[config.mk]
export PLATFORM = sky130hd
export DESIGN_NAME = rst_ctrl
export DESIGN_NICKNAME = d
export VERILOG_FILES = /design/src/rtl/rst_ctrl.sv
export SDC_FILE = /design/constraint.sdc
export NUM_CORES = 1
export LEC_CHECK = 0
export BUFFER_PORTS_ARGS = -buffer_cell sky130_fd_sc_hd__buf_4
export CORE_AREA = 2 2 53 55
export DETAILED_ROUTE_END_ITERATION = 12
export DIE_AREA = 0 0 55 57
export GPL_TIMING_DRIVEN = 0
export PLACE_DENSITY = 0.79
export SETUP_SLACK_MARGIN = 0.4
export SYNTH_ARGS = -nofsm -noshare
export SYNTH_HDL_FRONTEND = slang
export SYNTH_SLANG_ARGS = --single-unit
export TNS_END_PERCENT = 30
[constraint.sdc]
create_clock -name clk -period 4.6 [get_ports clk]
set_input_delay 0.69 -clock clk [delete_from_list [all_inputs] [get_ports clk]]
set_output_delay 0.69 -clock clk [all_outputs]
set_load 0.01 [all_outputs]
[src/rtl/rst_ctrl.sv]
module rst_ctrl #(
  parameter int PW_TICKS = 64,
  parameter int OST_CYC  = 1024
) (
  input  logic       clk,
  input  logic       por_req,
  input  logic       bor_req,
  input  logic       bor_en,
  input  logic       pin_req,
  input  logic       pin_en,
  input  logic       wdt_req,
  input  logic       cfg_req,
  input  logic       swr_req,
  input  logic       stk_req,
  input  logic       tb_tick,
  input  logic       skip_pwrt,
  input  logic       skip_ost,
  input  logic       flag_we,
  input  logic [6:0] flag_wdata,
  output logic       sys_rst,
  output logic [6:0] cause_flags
);
  localparam int PW_W  = $clog2(PW_TICKS + 1);
  localparam int OST_W = $clog2(OST_CYC + 1);

  typedef enum logic [1:0] {PH_PWR, PH_OST, PH_REL} phase_t;

  phase_t           phase;
  logic             hold, pw_need;
  logic [PW_W-1:0]  pw_cnt;
  logic [OST_W-1:0] ost_cnt;
  logic [6:0]       ev;

  assign ev = {stk_req, swr_req, cfg_req, wdt_req, pin_req & pin_en,
               bor_req & bor_en, por_req};

  wire    pwr_req  = ev[0] | ev[1];
  wire    any_req  = |ev;
  wire    pw_use   = (pw_need | pwr_req) & ~skip_pwrt;
  phase_t start_ph;
  assign  start_ph = pw_use ? PH_PWR : (skip_ost ? PH_REL : PH_OST);
  wire    pw_last  = tb_tick && (pw_cnt == PW_W'(PW_TICKS - 1));
  wire    ost_last = (ost_cnt == OST_W'(OST_CYC - 1));

  assign sys_rst = hold;

  always_ff @(posedge clk) begin
    if (any_req) begin
      hold    <= 1'b1;
      phase   <= start_ph;
      pw_cnt  <= '0;
      ost_cnt <= '0;
      pw_need <= pw_need | pwr_req;
    end else begin
      case (phase)
        PH_PWR: if (tb_tick) begin
          pw_cnt <= pw_cnt + 1'b1;
          if (pw_last) begin
            if (skip_ost) begin
              phase   <= PH_REL;
              hold    <= 1'b0;
              pw_need <= 1'b0;
            end else begin
              phase <= PH_OST;
            end
          end
        end
        PH_OST: begin
          ost_cnt <= ost_cnt + 1'b1;
          if (ost_last) begin
            phase   <= PH_REL;
            hold    <= 1'b0;
            pw_need <= 1'b0;
          end
        end
        default: begin
          hold    <= 1'b0;
          pw_need <= 1'b0;
        end
      endcase
    end
  end

  always_ff @(posedge clk) begin
    if (por_req) cause_flags <= 7'b0000001;
    else         cause_flags <= (flag_we ? flag_wdata : cause_flags) | ev;
  end
endmodule


# Word-level counts from Yosys, hierarchy flattened
# Cells that the tools add are included.
# totals
reg_bits,29
in_bits,21
output_inout_bits,8
elab_cells,48
# op_classes
addsub,2
eq_ne,11
n_mux,14
n_bitwise,7
n_reduce_logical,8
# ops
op,n
2-to-1 mux 2 bit,6
inequality test 3 bit (second input constant),4
AND reduction 4 bit,3
adder 11 x 1 -> 11 bit (second input constant),1
== test 11 x 10 -> 1 bit (second input constant),1
inequality test 2 bit (second input constant),4
adder 7 x 1 -> 7 bit (second input constant),1
== test 7 x 6 -> 1 bit (second input constant),1
2-to-1 mux 7 bit,1
bitwise OR 7 bit,1
OR reduction 7 bit,1
2-to-1 mux 1 bit,5
case mux 2 bit (2 select lines),1
bitwise AND 1 bit,3
nonzero test 3 bit,1
== test 2 x 1 -> 1 bit (second input constant),1
zero test 2 bit,1
bitwise OR 1 bit,2
case mux 1 bit (2 select lines),1
AND reduction 2 bit,1
logical AND 1 bit,1
NOT 1 bit,1

# Logic depth before layout (Yosys ltp)
# Gate-level depths: netlist of run 1.
# depth
ltp_word,6
ltp_mapped,5
ltp_nobuf,4

# Worst setup path before layout of run 1
# Ideal clock, no wire load.
# synth_path
kind,input -> register
startpoint,input wdt_req
endpoint,register pw_need (enable)
setup_time_ps,261
t_arrival_ps,1761
t_required_ps,4339
setup_slack_ps,2578
cell_stages,3
cell_sequence,nor4_4 > nand3_4 > or4_1
# synth_between
elab_chain_cells,3
# synth_rtl
element,line_no,source
"start, declared",11,"input logic wdt_req,"
OR reduction 7 bit (*),38,wire any_req = |ev;
inequality test 3 bit (no line),n/a,
AND reduction 4 bit (no line) (*),n/a,
"end signal, assigned",53,pw_need <= pw_need | pwr_req;
"end, declared",29,"logic hold, pw_need;"
# Every way passes the cells marked *; elsewhere a longest branch is shown, timed or not.
# A chain may end at the register's enable or synchronous reset.

# Worst setup path after layout of run 1
# Ends and elaborated chain as after synthesis.

==> run metrics, run 1 <==
outcome finished, final reports clean; DR iter-0 viols 22; Req. time, crit path ~4700 ps; max-capacitance violation count 0; TritonCTS Buffers 5; largest net degree at the start of global routing 11; Unique masters post-synth 34; row cnt 19; Net count, final 202; vias in the first global route 1154; relative max-transition margin 0.6860; clock root buffer clkbuf_4; die area between 3000 and 4000 sq um; Setup Fix Bufs, Post-CTS 0; post-synth top area share 0.3799; final worst slack 2654 ps; Max VDD drop 0.2081 mV; DR DRC count 0; vias ~1200; Setup-failing EPs final 0; biggest area consumer among synthesized cells dfxtp_1; layout cells sized above 1 0.2000; fin area 1670 sq um; Core ar. 2615 sq um; Vias/cell about 5.8; final core utilization 0.6388; initial core utilization 0.5239; total negative slack 0 ps; Post-DP HPWL 2099 um; Tmin final 1946 ps; Placed Area roughly 1600 sq um; final worst path period share 0.4230; Syn Inst Count about 150; Hold Buf Count CTS 0; worst min-delay path class reg2reg; f_max slightly above 0.5 GHz; Max clock buf depth 2; Worst Setup End Kind flip-flop; clock sink count 29; Post-Place Worst Slack 2304 ps; Area contributors post-synth dfxtp_1, edfxtp_1, a21oi_1; PostCTS Resize Cnt 0; P&R area growth vs syn 21.92%; post-route ant nets 0; Critical Path Fanout Max 8; H-Tree Depth 2; Synth Area per Inst 9.449 sq um; Synth Register Bits 29; Total Wirelength 2869 um; WP data arrival slightly above 2000 ps; Power Dens Cells 284.7 nW/um^2; most common cell in the netlist dfxtp_1; Synth Flop Type dfxtp_1; quantity of I/O buffers inserted on ports 27; num ports 29; cell area after synthesis 1370 sq um; clock-pin slew on the worst setup and hold paths 90 ps; initial antenna violation count 0; insertion delay to the later sink of the worst-skew pair 330 ps; register area between 600 and 700 sq um; Worst Setup Start Kind primary input; Hold Fails Final Rpt 0; Async S/R FF share, synth 0; drt first pass iters 4; multi-input logic area 733.2 sq um; first-pass GRT wire length 4429 um; RSZ-0062 raised after global routing false; gr ovfl total 0; CTS tree built; Seq/Total Area, Yosys 0.4457; die width around 55 um; Die Y-Extent 57 um; top post-synthesis cells by count dfxtp_1, a21oi_1, nor2_1; Crit Path Class in2reg; GPL Wtd Cong 0.7260; Post-synth EDFFs 3; Max Slew Vio Count 0; skew final 10.88 ps; Worst-Margin Slew ~470 ps; Total GRT Usage 0.2005; Post-Syn Nets roughly 170; average wire per standard cell roughly 14 um; Fill cells 232; LEAKAGE 0.5597 nW; ANT cells 0; YS warnings 0
power by group:
group          internal (mW)  switching (mW)
combinational         0.0269          0.0242
sequential             0.261         0.00377
clock                 0.0753          0.0844
worst max-delay path, stage by stage:
cell     delay, ps
buf_4          130
nor4_4         480
nand3_4        180
or4_1          550
metrics by stage:
stage          instances  power [mW]  hold WS (ps)
5_1_grt              211      0.4972         510.4
4_1_cts              211      0.4805         491.2
3_3_place_gp         203      0.3199         463.3
2_1_floorplan        145      0.2937         450.1
3_5_place_dp         203      0.3216         476.8
6_report             211      0.4756         491.2
cell families (layout without fill, tap and decap cells):
group | Yosys count | after routing | synth area share
AOI/OAI and AO/OA | 33 | 33 | 0.1544
xor gates and xnor gates | 4 | 4 | 0.02557
adders and majority gates | 2 | 2 | 0.01826
buffers and inverters | 7 | 42 | 0.01918
DFF | 29 | 29 | 0.4457
muxes | 6 | 6 | 0.04384
and+or+nand+nor | 64 | 64 | 0.2932
routing by layer:
layer	up-vias	share of wire	track usage
li1	618	-	-
met4	0	0.015	0.07666
met3	7	0.072	0.09424
met5	-	0	0
met1	562	0.45	0.2037
met2	37	0.46	0.3452
path summary, 6_finish.rpt:
| check | from | depth (start not counted) | to | slack (ps) |
|---|---|---|---|---|
| worst max-delay path | wdt_req | 4 | pw_need$_DFFE_PP_ | 2650 |
| worst min-delay path | pw_cnt[5]$_SDFFE_PP0P_ | 2 | pw_cnt[5]$_SDFFE_PP0P_ | 490 |
| worst max register to register | phase[0]$_DFFE_PP_ | 4 | phase[0]$_DFFE_PP_ | 2750 |
| worst min register to register | pw_cnt[5]$_SDFFE_PP0P_ | 2 | pw_cnt[5]$_SDFFE_PP0P_ | 490 |
flip-flops by register name (all words and copies together) (netlist names):
register and flops:
cause_flags 7, ost_cnt 11, phase 2, sys_rst 1
pw_need 1, pw_cnt 7
layout make-up:
cell class	instances	share of cell area
flip-flops and latches	29	0.3655
plain buffers	5	0.01124
well taps	31	0.02322
inverters	2	0.004494
multi-input cells	109	0.4390
repair buffers	27	0.1213
clock buffers	8	0.03521
placed cells by master (no fill, tap or decap), types with 2 or more instances in the layout:
cell type,instances
nor2b_1,7
a21oi_1,12
ha_1,2
or4_1,5
nand4b_1,3
clkbuf_1,7
mux2i_1,6
inv_1,2
nand4_1,5
edfxtp_1,3
nand2_1,7
xnor2_1,4
nor2_1,12
dfxtp_1,26
nand3b_1,3
or3_1,7
a211oi_1,4
clkbuf_4,5
nor4_1,4
nand3_1,4
o21ai_0,7
buf_4,27
o31ai_1,4
(Power assumes the default switching activity.)
==> inputs of run 2 (changes only) <==
- CORE_AREA: 2 2 53 55 -> 2 2 54 56
- DIE_AREA: 0 0 55 57 -> 0 0 56 58
- PLACE_DENSITY: 0.79 -> 0.76
- clock period: 4.6 -> 1.93 ns (I/O delays scaled with it)
==> run metrics, run 2 (same netlist as run 1, synthesis figures left out) <==
outcome finished, final reports clean (unchanged); multi-input logic area 763.2 sq um (was 733.2 sq um); clock-pin slew on the worst setup and hold paths 90 ps (about the same); register area 621.8 sq um (was 610.6 sq um); initial core utilization 0.5146 (was 0.5239); initial antenna violation count 0 (unchanged); first-pass GRT wire length 5464 um (was 4429 um); Worst Setup Start Kind flip-flop (was primary input); Core ar. 2663 sq um (was 2615 sq um); fin area 1805 sq um (was 1670 sq um); largest net degree at the start of global routing 11 (unchanged); Setup-failing EPs final 0 (unchanged); RSZ-0062 raised after global routing true (was false); FF-to-FF Start ost_cnt[7]$_SDFFE_PP0P_ (was phase[0]$_DFFE_PP_); Fill cells 214 (was 232); top flop regs ost_cnt: 11 flops, cause_flags: 7 flops, pw_cnt: 7 flops (unchanged); P&R area growth vs syn 31.78% (was 21.92%); Max VDD drop 0.5393 mV (was 0.2081 mV); Worst Setup End Kind flip-flop (unchanged); commonest non-fill, non-tap cells in the layout buf_4, dfxtp_1, nor2_1, a21oi_1 (unchanged); DR iter-0 viols 61 (was 22); clock sink count 29 (unchanged); max-capacitance violation count 0 (unchanged); final worst path period share 0.8341; quantity of I/O buffers inserted on ports 27 (unchanged); CTS tree built (unchanged); Crit Path Class reg2reg (was in2reg); TritonCTS Buffers 5 (unchanged); Hold Fails Final Rpt 0 (unchanged); Crit. Startpoint ost_cnt[7]$_SDFFE_PP0P_ (was wdt_req); Biggest register ost_cnt (unchanged); DR DRC count 0 (unchanged); max reg flops 11 (unchanged); LEAKAGE 0.6245 nW (was 0.5597 nW); clock root buffer clkbuf_4 (unchanged); Placed Area 1612 sq um (unchanged); skew final 4.461 ps (was 10.88 ps); Total GRT Usage 0.2149 (was 0.2005); Critical Path Fanout Max 3 (was 8); layout cells sized above 1 0.3089 (was 0.2000); H-Tree Depth 2 (unchanged); vias 1277 (was 1224); relative max-transition margin 0.6656 (was 0.6860); Max Slew Vio Count 0 (unchanged); die area 3248 sq um (was 3135 sq um); Hold Buf Count CTS 0 (unchanged); total negative slack 0 ps (unchanged); die width 56 um (was 55 um); Post-DP HPWL 2167 um (was 2099 um); Max clock buf depth 2 (unchanged); Net count, final 213 (was 202); Total Wirelength 3073 um (was 2869 um); ANT cells 0 (unchanged); average wire per standard cell 13.84 um (was 13.60 um); Vias/cell 5.752 (was 5.801); Post-Place Worst Slack -9.807 ps (was 2304 ps); hold path start flag_wdata[0] (was pw_cnt[5]$_SDFFE_PP0P_); post-route ant nets 0 (unchanged); vias in the first global route 1291 (was 1154); Tmin final 1610 ps; row cnt 19 (unchanged); Die Y-Extent 58 um (was 57 um); Power Dens Cells 633.4 nW/um^2 (was 284.7 nW/um^2); drt first pass iters 4 (unchanged); commonest non-fill, non-tap cell in the layout buf_4 (unchanged); final worst slack 320.2 ps (was 2654 ps); Req. time, crit path 1950 ps (was 4690 ps); f_max 0.6212 GHz; num ports 29 (unchanged); GPL Wtd Cong 0.8844 (was 0.7260); gr ovfl total 0 (unchanged); WP data arrival 1630 ps (was 2030 ps); worst min-delay path class in2reg (was reg2reg); Worst-Margin Slew 497.8 ps (was 467.5 ps); insertion delay to the later sink of the worst-skew pair 330 ps (about the same)
[run 2: final timing paths]
check | endpoint | slack [ps] | cells past startpoint
max reg2reg | phase[0]$_DFFE_PP_ | 320 | 3
min | cause_flags[0]$_SDFF_PP1_ | 160 | 2
max | phase[0]$_DFFE_PP_ | 320 | 3
min reg2reg | sys_rst$_SDFFE_PP1P_ | 480 | 2
[run 2: what timing repair did]
action	4_1_cts	5_1_grt
endpoints found under the setup margin	12	10
resized for setup	14	3
pin swaps	3	1
setup buffers	10	1
[run 2: through the flow]
| stage | utilization | instances | power, mW | hold WS, ps |
|---|---|---|---|---|
| after global routing | 0.6781 | 222 | 1.199 | 164.9 |
| after floorplan | - | 145 | 0.7000 | 410.1 |
| after detailed placement | 0.6053 | 203 | 0.7675 | 466.9 |
| after global placement | 0.6053 | 203 | 0.7624 | 463.5 |
| final | 0.6781 | 222 | 1.144 | 162.5 |
| after CTS | 0.6715 | 221 | 1.156 | 154.1 |
[run 2: metal layers]
layer	vias to the layer above	track usage	share of wire
met5	-	0	0
met4	0	0.07143	0.014
met3	5	0.08482	0.088
met2	46	0.3647	0.46
met1	579	0.2500	0.43
li1	647	-	-
[run 2: final cells by class]
type | instances | share of cell area
multi-input cells | 109 | 0.4227
well taps | 31 | 0.02148
inverters | 2 | 0.004158
plain buffers | 5 | 0.01663
clock buffers | 8 | 0.03257
flip-flops and latches | 29 | 0.3444
repair buffers | 38 | 0.1580
[run 2: power breakdown]
| group | total [mW] | switching (mW) | internal, mW |
|---|---|---|---|
| Combinational | 0.132 | 0.0604 | 0.0721 |
| Sequential | 0.630 | 0.00924 | 0.621 |
| Clock | 0.381 | 0.202 | 0.179 |
[run 2: worst max-delay path, cell delays in order, from the launching register on]
cell      delay, ps
dfxtp_1         360
nand4_1         110
or4_1           550
o211ai_1        270
==> inputs of run 3 (changes only) <==
- ABC_AREA: not set -> 1
- CORE_AREA: 2 2 54 56 -> 2 2 56 58
- DIE_AREA: 0 0 56 58 -> 0 0 58 60
- clock period: 1.93 -> 1.6 ns (I/O delays scaled with it)
==> run metrics, run 3 <==
YS warnings 0 (unchanged); DR iter-0 viols 56 (was 61); Core ar. 2903 sq um (was 2663 sq um); num ports 29 (unchanged); Reg2Reg Setup Slack 290 ps (was 320 ps); post-synth top area share 0.3478 (was 0.3799); RSZ-0062 raised after global routing true (unchanged); Tmin final 1309 ps (was 1610 ps); gr ovfl total 0 (unchanged); clock network power share 0.330 (was 0.333); insertion delay to the later sink of the worst-skew pair 330 ps (about the same); Async S/R FF share, synth 0 (unchanged); skew final 8.795 ps (was 4.461 ps); Hold Buf Count CTS 0 (unchanged); GPL Wtd Cong 0.7737 (was 0.8844); Max clock buf depth 2 (unchanged); Setup-failing EPs final 0 (unchanged); commonest non-fill, non-tap cells in the layout nand2_1, buf_4, dfxtp_1, inv_1, nor2_1 (was buf_4, dfxtp_1, nor2_1, a21oi_1); Max VDD drop 0.6357 mV (was 0.5393 mV); Unique masters post-synth 29 (was 34); Hold Path Sink cause_flags[0]$_SDFF_PP1_ (unchanged); FF-to-FF Start ost_cnt[0]$_SDFFE_PP0P_ (was ost_cnt[7]$_SDFFE_PP0P_); Seq/Total Area, Yosys 0.4080 (was 0.4457); Synth Area per Inst 7.714 sq um (was 9.449 sq um); Post-synth EDFFs 3 (unchanged); Total Wirelength 3195 um (was 3073 um); Hold WS 118.0 ps (was 162.5 ps); ANT cells 0 (unchanged); sequential power share 0.538 (was 0.551); clock sink count 29 (unchanged); Hold Fails Final Rpt 0 (unchanged); worst min-delay path class in2reg (unchanged); die width 58 um (was 56 um); Die Y-Extent 60 um (was 58 um); Synth Register Bits 29 (unchanged); P&R area growth vs syn 36.37% (was 31.78%); Post-Syn Nets 217 (was 168); Net count, final 266 (was 213); R2R Path End phase[0]$_DFFE_PP_ (unchanged); WP data arrival 1360 ps (was 1630 ps); LEAKAGE 0.8425 nW (was 0.6245 nW); DR DRC count 0 (unchanged); Power Dens Cells 691.8 nW/um^2 (was 633.4 nW/um^2); Worst Setup End Kind flip-flop (unchanged); Area contributors post-synth dfxtp_1, nand2_1, edfxtp_1 (was dfxtp_1, edfxtp_1, a21oi_1); Critical Path Fanout Max 3 (unchanged); hold path start flag_wdata[0] (unchanged); layout cells sized above 1 0.4016 (was 0.3089); initial core utilization 0.5155 (was 0.5146); cell-internal power 1.057 mW (was 0.8722 mW); Worst-Margin Slew 318.9 ps (was 497.8 ps); cell area after synthesis 1496 sq um (was 1370 sq um); Crit Path Class reg2reg (unchanged); outcome finished, final reports clean (unchanged); Placed Area 1768 sq um (was 1612 sq um); biggest area consumer among synthesized cells dfxtp_1 (unchanged); final worst path period share 0.8180 (was 0.8341); clock-pin slew on the worst setup and hold paths 90 ps (about the same); row cnt 20 (was 19); total negative slack 0 ps (unchanged); most common cell in the netlist nand2_1 (was dfxtp_1); Max Slew Vio Count 0 (unchanged); die area 3480 sq um (was 3248 sq um); sw frac 0.2512 (was 0.2374); CTS tree built (unchanged); Synth Flop Type dfxtp_1 (unchanged); fin area 2041 sq um (was 1805 sq um); quantity of I/O buffers inserted on ports 27 (unchanged); drt first pass iters 4 (unchanged); f_max 0.7640 GHz (was 0.6212 GHz); max reg flops 11 (unchanged); max-capacitance violation count 0 (unchanged); hold path depth 3 (was 2); Vias/cell 5.051 (was 5.752); vias in the first global route 1206 (was 1291); Biggest register ost_cnt (unchanged); Register-to-Register Path Depth 7 (was 3); top flop regs ost_cnt: 11 flops, cause_flags: 7 flops, pw_cnt: 7 flops (unchanged); initial antenna violation count 0 (unchanged); Post-DP HPWL 2180 um (was 2167 um); vias 1399 (was 1277); first-pass GRT wire length 4981 um (was 5464 um); Comb pwr share 0.133 (was 0.116); largest net degree at the start of global routing 11 (unchanged); commonest non-fill, non-tap cell in the layout nand2_1 (was buf_4); H-Tree Depth 2 (unchanged); top post-synthesis cells by count nand2_1, dfxtp_1, inv_1 (was dfxtp_1, a21oi_1, nor2_1); Worst Setup Start Kind flip-flop (unchanged); average wire per standard cell 11.53 um (was 13.84 um); Fill cells 231 (was 214); post-route ant nets 0 (unchanged); Total GRT Usage 0.1915 (was 0.2149); TritonCTS Buffers 5 (unchanged); Req. time, crit path 1650 ps (was 1950 ps); Syn Inst Count 194 (was 145); P_sw 0.3546 mW (was 0.2715 mW); relative max-transition margin 0.7874 (was 0.6656); clock root buffer clkbuf_4 (unchanged)
run 3: timing repair:
action / 4_1_cts / 5_1_grt
setup endpoints to repair: 14 / 17
pin swaps: 5 / 16
resized for setup: 14 / 13
buffers inserted: 8 / 7
run 3: routing by layer:
| metal | vias to the layer above | global-route usage | routed length [um] |
|---|---|---|---|
| li1 | 727 | - | - |
| met1 | 621 | 0.2332 | 1438 |
| met2 | 42 | 0.3166 | 1487 |
| met3 | 9 | 0.06277 | 207 |
| met4 | 0 | 0.06977 | 62 |
| met5 | - | 0 | 0 |
run 3: how the worst max path moves through the flow:
stage	start	depth (start not counted)	slack, ps	end
floorplan	ost_cnt[0]$_SDFFE_PP0P_	7	350	phase[0]$_DFFE_PP_
global placement	bor_req	6	210	phase[0]$_DFFE_PP_
detailed placement	bor_req	6	210	phase[1]$_DFFE_PP_
CTS	ost_cnt[1]$_SDFFE_PP0P_	7	330	phase[0]$_DFFE_PP_
global route	ost_cnt[0]$_SDFFE_PP0P_	7	220	pw_need$_DFFE_PP_
finish	ost_cnt[0]$_SDFFE_PP0P_	7	290	phase[0]$_DFFE_PP_
run 3: power groups by stage:
stage | Clock (mW) | Sequential [mW] | Combinational, mW
3_3_place_gp | 0 | 0.779 | 0.150
4_1_cts | 0.478 | 0.759 | 0.166
2_1_floorplan | 0 | 0.785 | 0.0684
6_report | 0.465 | 0.759 | 0.187
5_1_grt | 0.507 | 0.762 | 0.204
3_5_place_dp | 0 | 0.779 | 0.152
run 3: logic make-up after synthesis:
family,synth area share
AOI/OAI and AO/OA,0.07191
xor gates and xnor gates,0.02341
adders and majority gates,0.01672
DFF,0.4080
buffers and inverters,0.07943
and+or+nand+nor,0.4005
run 3: layout make-up:
| class | instances | area [sq um] | share of cell area |
|---|---|---|---|
| Timing Repair Buffer | 42 | 322.8 | 0.1582 |
| Tap cell | 33 | 41.29 | 0.02023 |
| Sequential cell | 29 | 621.8 | 0.3047 |
| Inverter | 24 | 95.09 | 0.04660 |
| Clock buffer | 8 | 58.81 | 0.02882 |
| Multi-Input combinational cell | 138 | 874.6 | 0.4286 |
| Buffer | 3 | 26.28 | 0.01288 |
run 3: metrics by stage:
stage	cells	utilization	power, mW	worst slack [ps]
after floorplan	194	-	0.8531	348.5
after global placement	254	0.6091	0.9289	206.1
after detailed placement	254	0.6091	0.9304	206.0
after CTS	270	0.6664	1.403	330.0
after global routing	277	0.7030	1.473	216.4
final	277	0.7030	1.412	291.1
run 3: critical path: stages, from the launching register on:
cell and delay [ps]:
dfxtp_4 370, ha_4 140, inv_4 40, nor2_4 120
nand3_2 100, nand2_2 90, nand3_1 80, nand2_1 100
